File: config.mk
export PLATFORM = sky130hd
export DESIGN_NAME = irq_ctx_unit
export DESIGN_NICKNAME = d
export VERILOG_FILES = /design/src/rtl/irq_ctx_pkg.sv /design/src/rtl/irq_vec_gen.sv /design/src/rtl/irq_ctx_bank.sv /design/src/rtl/irq_ctx_unit.sv
export SDC_FILE = /design/constraint.sdc
export NUM_CORES = 1
export LEC_CHECK = 0
export ABC_AREA = 1
export BUFFER_PORTS_ARGS = -buffer_cell sky130_fd_sc_hd__buf_4
export CORE_ASPECT_RATIO = 0.5
export CORE_MARGIN = 1.5
export CORE_UTILIZATION = 25
export DETAILED_ROUTE_END_ITERATION = 8
export MAX_ROUTING_LAYER = met4
export PLACE_DENSITY = 0.49
export SLEW_MARGIN = 20
export SYNTH_ARGS = -nofsm -noshare
export SYNTH_HDL_FRONTEND = slang
export SYNTH_SLANG_ARGS = --single-unit
File: constraint.sdc
create_clock -name clk -period 8 [get_ports clk]
set_clock_uncertainty 0.15 [all_clocks]
set_input_delay 0.4 -clock clk [delete_from_list [all_inputs] [get_ports clk]]
set_output_delay 0.4 -clock clk [all_outputs]
set_load 0.05 [all_outputs]
File: src/rtl/irq_ctx_pkg.sv
// Shared privilege-level encoding for the interrupt context unit.
// Assumes exactly four levels; the level count is derived from the enum width.
package irq_ctx_pkg;
    localparam int MODE_W  = 2;
    localparam int NUM_LVL = 1 << MODE_W;

    typedef enum logic [MODE_W-1:0] {
        LV_USER   = 2'd0,
        LV_SUPER  = 2'd1,
        LV_HYPER  = 2'd2,
        LV_SECURE = 2'd3
    } lvl_e;
endpackage

File: src/rtl/irq_vec_gen.sv
// Vector base register and handler address generator.
// Holds the base, writable only from supervisor mode, and forms
// base + (prio << VEC_SHIFT). Assumes the caller samples vec_pc at the
// accepting edge, so a base write in the same cycle is not yet visible.
module irq_vec_gen
    import irq_ctx_pkg::*;
#(
    parameter int XLEN      = 32,
    parameter int PRIO_W    = 4,
    parameter int VEC_SHIFT = 4,
    parameter logic [XLEN-1:0] BASE_RST = '0
) (
    input  logic              clk,
    input  logic              rst_n,
    input  logic              base_we,
    input  logic [XLEN-1:0]   base_wdata,
    input  lvl_e              cur_mode,
    input  logic [PRIO_W-1:0] prio,
    output logic [XLEN-1:0]   base_q,
    output logic [XLEN-1:0]   vec_pc
);
    logic base_wr_ok;

    // Gate base writes to supervisor mode only.
    always_comb base_wr_ok = base_we && (cur_mode == LV_SUPER);

    // Base register update.
    always_ff @(posedge clk) begin
        if (!rst_n)          base_q <= BASE_RST;
        else if (base_wr_ok) base_q <= base_wdata;
    end

    // Handler address from base and priority.
    always_comb vec_pc = base_q + (XLEN'(prio) << VEC_SHIFT);
endmodule

File: src/rtl/irq_ctx_bank.sv
// Per-level shadow context storage with one write port and two read ports.
// One set per privilege level, built by a generate loop; reads are
// combinational and return the value held before the current edge.
module irq_ctx_bank
    import irq_ctx_pkg::*;
#(
    parameter int XLEN = 32,
    parameter int ST_W = 16
) (
    input  logic            clk,
    input  logic            rst_n,
    input  logic            wr_en,
    input  lvl_e            wr_lvl,
    input  logic [XLEN-1:0] wr_pc,
    input  logic [XLEN-1:0] wr_sp,
    input  logic [ST_W-1:0] wr_st,
    input  lvl_e            wr_mode,
    input  lvl_e            a_lvl,
    output logic [XLEN-1:0] a_pc,
    output logic [XLEN-1:0] a_sp,
    output logic [ST_W-1:0] a_st,
    output lvl_e            a_mode,
    input  lvl_e            b_lvl,
    output logic [XLEN-1:0] b_pc,
    output logic [XLEN-1:0] b_sp,
    output logic [ST_W-1:0] b_st,
    output lvl_e            b_mode
);
    logic [XLEN-1:0] pc_q   [NUM_LVL];
    logic [XLEN-1:0] sp_q   [NUM_LVL];
    logic [ST_W-1:0] st_q   [NUM_LVL];
    lvl_e            mode_q [NUM_LVL];

    for (genvar g = 0; g < NUM_LVL; g++) begin : g_set
        // Load this level's set when the write targets it.
        always_ff @(posedge clk) begin
            if (!rst_n) begin
                pc_q[g]   <= '0;
                sp_q[g]   <= '0;
                st_q[g]   <= '0;
                mode_q[g] <= LV_USER;
            end else if (wr_en && (wr_lvl == lvl_e'(g))) begin
                pc_q[g]   <= wr_pc;
                sp_q[g]   <= wr_sp;
                st_q[g]   <= wr_st;
                mode_q[g] <= wr_mode;
            end
        end
    end

    // Inspection read port.
    always_comb begin
        a_pc   = pc_q[a_lvl];
        a_sp   = sp_q[a_lvl];
        a_st   = st_q[a_lvl];
        a_mode = mode_q[a_lvl];
    end

    // Exit read port.
    always_comb begin
        b_pc   = pc_q[b_lvl];
        b_sp   = sp_q[b_lvl];
        b_st   = st_q[b_lvl];
        b_mode = mode_q[b_lvl];
    end
endmodule

File: src/rtl/irq_ctx_unit.sv
// Interrupt entry/exit context capture unit (top).
// Accepts one request per two cycles, saves the interrupted context into the
// shadow set of the delivered level, and presents the handler PC/SP/mode one
// cycle after acceptance. Exit presents the shadow set of cur_mode one cycle
// after exit_valid. Assumes the request has already been arbitrated.
module irq_ctx_unit
    import irq_ctx_pkg::*;
#(
    parameter int XLEN      = 32,
    parameter int ST_W      = 16,
    parameter int PRIO_W    = 4,
    parameter int VEC_SHIFT = 4,
    parameter logic [XLEN-1:0] BASE_RST = '0
) (
    input  logic              clk,
    input  logic              rst_n,
    input  logic              req_valid,
    input  logic [PRIO_W-1:0] req_prio,
    input  logic [1:0]        req_lvl,
    input  logic              req_user_ok,
    output logic              req_ready,
    input  logic [XLEN-1:0]   cur_pc,
    input  logic [XLEN-1:0]   cur_sp,
    input  logic [ST_W-1:0]   cur_status,
    input  logic [1:0]        cur_mode,
    input  logic [XLEN-1:0]   priv_sp,
    input  logic              base_we,
    input  logic [XLEN-1:0]   base_wdata,
    input  logic              exit_valid,
    input  logic [1:0]        rd_lvl,
    output logic              ent_valid,
    output logic [XLEN-1:0]   new_pc,
    output logic [XLEN-1:0]   new_sp,
    output logic [1:0]        new_mode,
    output logic              ret_valid,
    output logic [XLEN-1:0]   ret_pc,
    output logic [XLEN-1:0]   ret_sp,
    output logic [ST_W-1:0]   ret_status,
    output logic [1:0]        ret_mode,
    output logic [XLEN-1:0]   rd_pc,
    output logic [XLEN-1:0]   rd_sp,
    output logic [ST_W-1:0]   rd_status,
    output logic [1:0]        rd_mode
);
    lvl_e            mode_now, dlv_lvl, rd_sel, rd_m, ex_m;
    logic            accept, keep_user, sp_switch;
    logic [XLEN-1:0] vec_pc, vec_base, ex_pc, ex_sp;
    logic [ST_W-1:0] ex_st;

    // Decode the live mode and selections into the level type.
    always_comb begin
        mode_now = lvl_e'(cur_mode);
        rd_sel   = lvl_e'(rd_lvl);
    end

    // Acceptance and delivery decision.
    always_comb begin
        req_ready = !ent_valid;
        accept    = req_valid && req_ready;
        keep_user = req_user_ok && (mode_now == LV_USER);
        dlv_lvl   = keep_user ? LV_USER : lvl_e'(req_lvl);
        sp_switch = (mode_now == LV_USER) && (dlv_lvl != LV_USER);
    end

    irq_vec_gen #(
        .XLEN(XLEN), .PRIO_W(PRIO_W), .VEC_SHIFT(VEC_SHIFT), .BASE_RST(BASE_RST)
    ) u_vec (
        .clk(clk), .rst_n(rst_n), .base_we(base_we), .base_wdata(base_wdata),
        .cur_mode(mode_now), .prio(req_prio), .base_q(vec_base), .vec_pc(vec_pc)
    );

    irq_ctx_bank #(.XLEN(XLEN), .ST_W(ST_W)) u_bank (
        .clk(clk), .rst_n(rst_n),
        .wr_en(accept), .wr_lvl(dlv_lvl), .wr_pc(cur_pc), .wr_sp(cur_sp),
        .wr_st(cur_status), .wr_mode(mode_now),
        .a_lvl(rd_sel), .a_pc(rd_pc), .a_sp(rd_sp), .a_st(rd_status), .a_mode(rd_m),
        .b_lvl(mode_now), .b_pc(ex_pc), .b_sp(ex_sp), .b_st(ex_st), .b_mode(ex_m)
    );

    always_comb rd_mode = rd_m;

    // Entry outputs, valid for one cycle after acceptance.
    always_ff @(posedge clk) begin
        if (!rst_n) begin
            ent_valid <= 1'b0;
            new_pc    <= '0;
            new_sp    <= '0;
            new_mode  <= '0;
        end else begin
            ent_valid <= accept;
            if (accept) begin
                new_pc   <= vec_pc;
                new_sp   <= sp_switch ? priv_sp : cur_sp;
                new_mode <= dlv_lvl;
            end
        end
    end

    // Exit outputs, restoring the shadow set of the current level.
    always_ff @(posedge clk) begin
        if (!rst_n) begin
            ret_valid  <= 1'b0;
            ret_pc     <= '0;
            ret_sp     <= '0;
            ret_status <= '0;
            ret_mode   <= '0;
        end else begin
            ret_valid <= exit_valid;
            if (exit_valid) begin
                ret_pc     <= ex_pc;
                ret_sp     <= ex_sp;
                ret_status <= ex_st;
                ret_mode   <= ex_m;
            end
        end
    end
endmodule

==> run_results.csv, run 1 <==
group,metric,value,unit
pwr,p_leak,12.6,nW
sta,finalCritPeriodShare,46.2,%
sta,whs,0.0342,ns
finish,final_area,0.0306,mm2
flow_run,maxCapViolCount,0,
sta,tightest_slew,1.07,ns
clocking,cts_buffers,52,
global_routing,grt_overflow,0,
global_routing,grt_pass1_vias,21300,
floorplan,start_util,25.5,%
clocking,cts_resized,0,
logic_synthesis,synth_top_cell_by_area,"edfxtp_1",
global_routing,antenna_found_initial,1,
sta,final_hold_viol_count,0,
sta,layout_min_cycle_time,3.70,ns
logic_synthesis,syn_inst,2764,
floorplan,dieWidth,434,um
worst_setup_path,cp-startpoint,"rd_lvl[0]",
floorplan,die_area,0.0950,mm2
clocking,cts-root-buf,"clkbuf_16",
clocking,clk_path_buf_depth,3,
routing,drt_iter0_drc,1792,
finish,final_net_count,3362,
logic_synthesis,yosysSeqAreaShare,58.0,%
clocking,postCtsSetupRepairBufs,0,
pwr,peakVddDrop,0.135,mV
logic_synthesis,syn_avg_cell_area,8.41,um2
worst_setup_path,cp_slowest_cell,"buf_4",
worst_setup_path,r2r_cells,6,
clocking,cts.sinks,510,
routing,wl_per_cell,20.3,um
clocking,clk_latency,0.61,ns
logic_synthesis,synth-edff-count,328,
worst_setup_path,cp_max_fo,86,
sta,setup_violations,0,
routing,ant_nets,0,
worst_setup_path,regToRegEndpoint,"u_bank.sp_q[1][19]",
placed_design,hpwl,54600,um
worst_setup_path,crit_arrival,3.15,ns
finish,drive_above_1_share,16.2,%
clocking,cts_tree,"yes",
worst_setup_path,worst-path-buf-inv,4,
placed_design,routabilityCongestion,0.836,
min_path,hp-class,"input pin to flop",
clocking,htree_levels,2,
routing,vias,21400,
worst_setup_path,required,7.45,ns
finish,syn2layout_area_growth,31.6,%
worst_setup_path,critPathTopFamily,"buffers and inverters",
logic_synthesis,ys_ff_latch,510,
run_status,status,"complete, no violations",
worst_setup_path,crit_top_cell,"buf_4",
sta,slew_viol_final,0,
placed_design,dp_cells,4234,
sta,rsz0062_at_grt,"false",
worst_setup_path,crit_path_end,"rd_status[3]",
placed_design,io_buffer_count,392,
worst_setup_path,end_kind,"primary output",
worst_setup_path,r2r_slack,4.77,ns
logic_synthesis,synth_ff_type,"edfxtp_1",
logic_synthesis,synth_cell_type_count,22,
floorplan,core-area,0.0913,mm2
logic_synthesis,yosysWarnings,0,
worst_setup_path,path_class,"input pin to primary output",
sta,fmax,271,MHz
routing,wl,90800,um
worst_setup_path,crit_path_start_kind,"input pin",
finish,instances_no_fill,4482,
logic_synthesis,synthTopCellsByArea,"edfxtp_1 42%, dfxtp_1 16%, nor2_1 13%, o21ai_0 8.2%, nand2_1 4.8%",
logic_synthesis,yosysMostFrequentCell,"nor2_1",
logic_synthesis,synth-async-reset-ratio,0,%
finish,fill_cells,9547,
sta,setup-tns-final,0,ns
global_routing,grt_pass1_wl,134000,um
floorplan,die_h,219,um
logic_synthesis,synth_fp_nets,2929,
worst_setup_path,path_depth,6,
floorplan,rows,78,
logic_synthesis,netlist.area_leader.share,42.4,%
sta,slew_headroom,28.8,%
global_routing,grt_usage,19.1,%
worst_setup_path,slowest_delay,0.88,ns
worst_setup_path,rr_startpoint,"ent_valid",
logic_synthesis,synthTopCellsByCount,"808 x nor2_1, 379 x o21ai_0, 328 x edfxtp_1",
worst_setup_path,cp_cell_sequence,"buf_4 > inv_4 > buf_4 > o21ai_0 > o22ai_1 > buf_4",
routing,drc,0,
pwr,power_density,224,mW/mm2
global_routing,grt_max_degree,87,
logic_synthesis,synthesis.area,0.0233,mm2
routing,firstDrtPassIters,6,
placed_design,placement.cell_area,0.0273,mm2
clocking,cts.clk_slew.worst_paths,0.06,ns
routing,routed_via_density,4.78,
floorplan,ios,393,
[what timing repair did]
action	CTS	global route
hold buffers	149	0
endpoints found under the setup margin	0	0
endpoints found under the hold margin	272	0
[worst min-delay path: stages]
cell     delay, ns
buf_4         0.07
o21ai_0       0.14
a21oi_1       0.14
[cell type report]
type	instances	area, um2	share of cell area [%]
inverters	191	724	2.37
flip-flops and latches	510	13500	44.1
clock inverters	19	211	0.691
well taps	1240	1550	5.07
repair buffers	572	4680	15.3
clock buffers	79	1580	5.15
multi-input cells	1870	8360	27.3
diodes	1	2.50	0.00818
[routing by layer]
layer | global-route usage (%) | vias to the layer above | share of wire, %
met4 | 6.62 | 0 | 3.1
li1 | - | 10100 | -
met2 | 32.8 | 713 | 50
met3 | 2.39 | 153 | 5.2
met1 | 23.2 | 10400 | 42
met5 | - | - | 0
[per-stage QoR]
stage	setup WS, ns	util, %	total power (W)
after floorplan	0.339	-	0.00382
after global placement	4.19	29.9	0.00427
after detailed placement	4.21	29.9	0.00427
after CTS	4.29	33.5	0.00692
after global routing	4.19	33.5	0.00711
final	4.30	33.5	0.00686
[worst min-delay path by stage]
stage | startpoint | endpoint | cells past startpoint
finish | base_wdata[18] | u_vec.base_q[18] | 3
global route | base_wdata[18] | u_vec.base_q[18] | 3
CTS | cur_sp[3] | u_bank.sp_q[1][3] | 3
detailed placement | u_vec.base_q[3] | new_pc[3] | 2
global placement | u_vec.base_q[2] | new_pc[2] | 2
floorplan | u_vec.base_q[0] | new_pc[0] | 2
[cell families after synthesis]
| family | count (synthesis) | synth area share (%) |
|---|---|---|
| AO/OA/AOI/OAI | 669 | 15.3 |
| XOR/XNOR | 7 | 0.264 |
| adder cells (fa/ha/maj) | 5 | 0.301 |
| buffers and inverters | 384 | 6.39 |
| flip-flops | 510 | 58.0 |
| AND/OR/NAND/NOR | 1189 | 19.7 |
[power by group]
group / internal [W] / switching (W)
Combinational: 0.000361 / 0.000857
Clock: 0.00146 / 0.00112
Sequential: 0.00296 / 0.0000948
Total: 0.00479 / 0.00208
[sequential cells by signal (all words and copies together) (netlist names)]
register,flops
ret_mode,2
new_sp,32
new_pc,32
u_bank.sp_q,128
ret_pc,32
u_bank.mode_q,8
ent_valid,1
u_bank.pc_q,128
u_bank.st_q,64
new_mode,2
ret_valid,1
ret_status,16
ret_sp,32
u_vec.base_q,32
[cells in the final DEF, fill, tap and decap left out, types with 2 or more instances in the layout]
| cell type | count |
|---|---|
| xor2_1 | 7 |
| dfxtp_1 | 182 |
| clkinv_1 | 2 |
| nand2_1 | 296 |
| nand3_4 | 2 |
| nor2_4 | 2 |
| dlygate4sd3_1 | 149 |
| inv_4 | 3 |
| inv_2 | 7 |
| edfxtp_1 | 328 |
| clkbuf_8 | 13 |
| nand3_1 | 75 |
| clkinv_2 | 10 |
| a21oi_1 | 123 |
| ha_1 | 4 |
| o22ai_1 | 82 |
| nand4_1 | 5 |
| clkbuf_16 | 54 |
| a31oi_1 | 84 |
| bufinv_16 | 3 |
| nor2_1 | 807 |
| o21ai_4 | 4 |
| clkbuf_1 | 12 |
| buf_4 | 422 |
| o21ai_0 | 375 |
| inv_1 | 181 |
(Power assumes the default switching activity.)
==> inputs of run 2 (changes only) <==
==> constraint.sdc (replaced) <==
create_clock -name clk -period 2.95 [get_ports clk]
set_clock_uncertainty 0.15 [all_clocks]
set_input_delay 0.1475 -clock clk [delete_from_list [all_inputs] [get_ports clk]]
set_output_delay 0.1475 -clock clk [all_outputs]
set_load 0.05 [all_outputs]
==> run_results.csv, run 2 (same netlist as run 1, synthesis figures left out) <==
group,metric,value,unit
worst_setup_path,critPathTopFamily,"buffers and inverters",
global_routing,top_usage_layer,"met2",
sta,final_hold_viol_count,0,
global_routing,antenna_found_initial,5,
routing,firstDrtPassIters,5,
finish,top_regs,"u_bank.pc_q (128), u_bank.sp_q (128), u_bank.st_q (64)",
global_routing,use_met1,23.5,%
sta,slew_viol_final,0,
sta,setup-tns-final,0,ns
run_status,status,"complete, no violations",
pwr,p_comb_share,18.5,%
sta,fmax,390,MHz
worst_setup_path,regToRegEndpoint,"new_sp[11]",
finish,layout_common_cells,"807 x nor2_1, 423 x buf_4, 375 x o21ai_0, 328 x edfxtp_1, 294 x nand2_1",
floorplan,ios,393,
pwr,p_leak,13.0,nW
floorplan,die_h,219,um
sta,layout_min_cycle_time,2.56,ns
global_routing,grt_max_degree,93,
placed_design,io_buffer_count,392,
finish,final_net_count,3426,
sta,rsz0062_at_grt,"false",
clocking,cts-root-buf,"clkbuf_16",
worst_setup_path,required,3.32,ns
routing,drc,0,
finish,syn2layout_area_growth,35.1,%
worst_setup_path,cp_cell_sequence,"inv_8 > nand2_4 > inv_4 > buf_4 > nand3_1 > dlygate4sd3_1 > nand2_1 > inv_1",
routing,drt_iter0_drc,1908,
clocking,clk_path_buf_depth,3,
global_routing,grt_usage,19.7,%
clocking,clk_latency,0.62,ns
placed_design,hpwl,56100,um
global_routing,globalRouteMet2Util,33.4,%
routing,ant_nets,0,
global_routing,grt_pass1_wl,136000,um
global_routing,use_met3,2.61,%
floorplan,start_util,25.5,%
worst_setup_path,r2r_slack,0.39,ns
worst_setup_path,worst-path-buf-inv,5,
sta,whs,0.0604,ns
floorplan,core-area,0.0913,mm2
worst_setup_path,cp_max_fo,92,
min_path,hp-class,"input pin to flop",
finish,layout_commonest_cell,"nor2_1",
sta,setup_violations,0,
pwr,netSwitchingPower,0.00571,W
clocking,htree_levels,2,
worst_setup_path,slowest_delay,0.74,ns
clocking,postCtsSetupRepairBufs,0,
placed_design,routabilityCongestion,0.857,
global_routing,grt_pass1_vias,21600,
clocking,cts_resized,0,
floorplan,die_area,0.0950,mm2
min_path,hp-start,"req_user_ok",
floorplan,dieWidth,434,um
routing,routed_via_density,4.82,
routing,wl_per_cell,20.7,um
finish,drive_above_1_share,16.7,%
worst_setup_path,cp_slowest_cell,"buf_4",
sta,finalCritPeriodShare,86.9,%
pwr,power_density,594,mW/mm2
pwr,p_clk_share,37.1,%
worst_setup_path,crit_arrival,2.94,ns
clocking,cts.clk_slew.worst_paths,0.07,ns
global_routing,grt_overflow,0,
worst_setup_path,path_class,"flop to flop",
worst_setup_path,rr_startpoint,"ent_valid",
clocking,cts.sinks,510,
worst_setup_path,end_kind,"flop",
routing,wl,94100,um
clocking,cts_buffers,52,
pwr,p_seq_share,44.4,%
sta,slew_headroom,33.2,%
min_path,min_path_cells,6,
placed_design,placement.cell_area,0.0278,mm2
sta,tightest_slew,1.00,ns
routing,vias,21900,
min_path,hold_path_end,"new_mode[0]",
worst_setup_path,crit_path_start_kind,"flop",
pwr,peakVddDrop,0.424,mV
clocking,cts_tree,"yes",
pwr,swShare,30.6,%
worst_setup_path,r2r_cells,8,
floorplan,rows,78,
pwr,internal-power,0.0129,W
flow_run,maxCapViolCount,0,
finish,final_area,0.0314,mm2
==> run 2: timing repair <==
item,4_1_cts,5_1_grt
setup endpoints to repair,0,0
hold buffers,191,0
endpoints found under the hold margin,422,0
==> run 2: worst max path at each step <==
| stage | slack, ns | startpoint | depth (start not counted) | to |
|---|---|---|---|---|
| finish | 0.39 | ent_valid | 8 | new_sp[11] |
| global route | 0.26 | ent_valid | 8 | new_sp[11] |
| CTS | 0.44 | ent_valid | 8 | new_sp[31] |
| detailed placement | 0.61 | cur_mode[0] | 7 | u_vec.base_q[21] |
| global placement | 0.62 | cur_mode[0] | 7 | u_vec.base_q[21] |
| floorplan | 0.0009 | ent_valid | 7 | u_bank.mode_q[1][0] |
==> run 2: power by group through the flow <==
stage               sequential (W)  clock [W]  combinational [W]
floorplan                  0.00888          0            0.00144
global placement           0.00842          0            0.00323
CTS                        0.00827    0.00703            0.00347
detailed placement         0.00843          0            0.00324
finish                     0.00828    0.00692            0.00345
global route               0.00832    0.00734            0.00366
==> run 2: per-layer routing <==
layer  vias up  wire, um
met2       824     46800
li1      10300         -
met5         -         0
met1     10700     37900
met4         0      3810
met3       184      5560
==> run 2: layout make-up <==
cell class	count	area (um2)
Fill cell	9384	59900
Sequential cell	510	13500
Multi-Input combinational cell	1870	8370
Timing Repair Buffer	636	5530
Tap cell	1240	1550
Clock buffer	64	1410
Inverter	191	729
Clock inverter	34	324
Antenna cell	5	12.5
==> run 2: worst min-delay path, stage by stage <==
cell	delay (ns)
buf_4	0.08
nand2_1	0.07
nand2_1	0.21
inv_1	0.10
nand2_2	0.10
a21oi_1	0.06
==> run 2: stage by stage <==
stage          cells  total power [W]  setup WS, ns  util, %
6_report        4550           0.0187         0.385     34.4
5_1_grt         4550           0.0193         0.264     34.4
4_1_cts         4545           0.0188         0.442     34.4
3_5_place_dp    4256           0.0117         0.607     30.4
3_3_place_gp    4256           0.0117         0.616     30.4
2_1_floorplan   2764           0.0103      0.000870        -
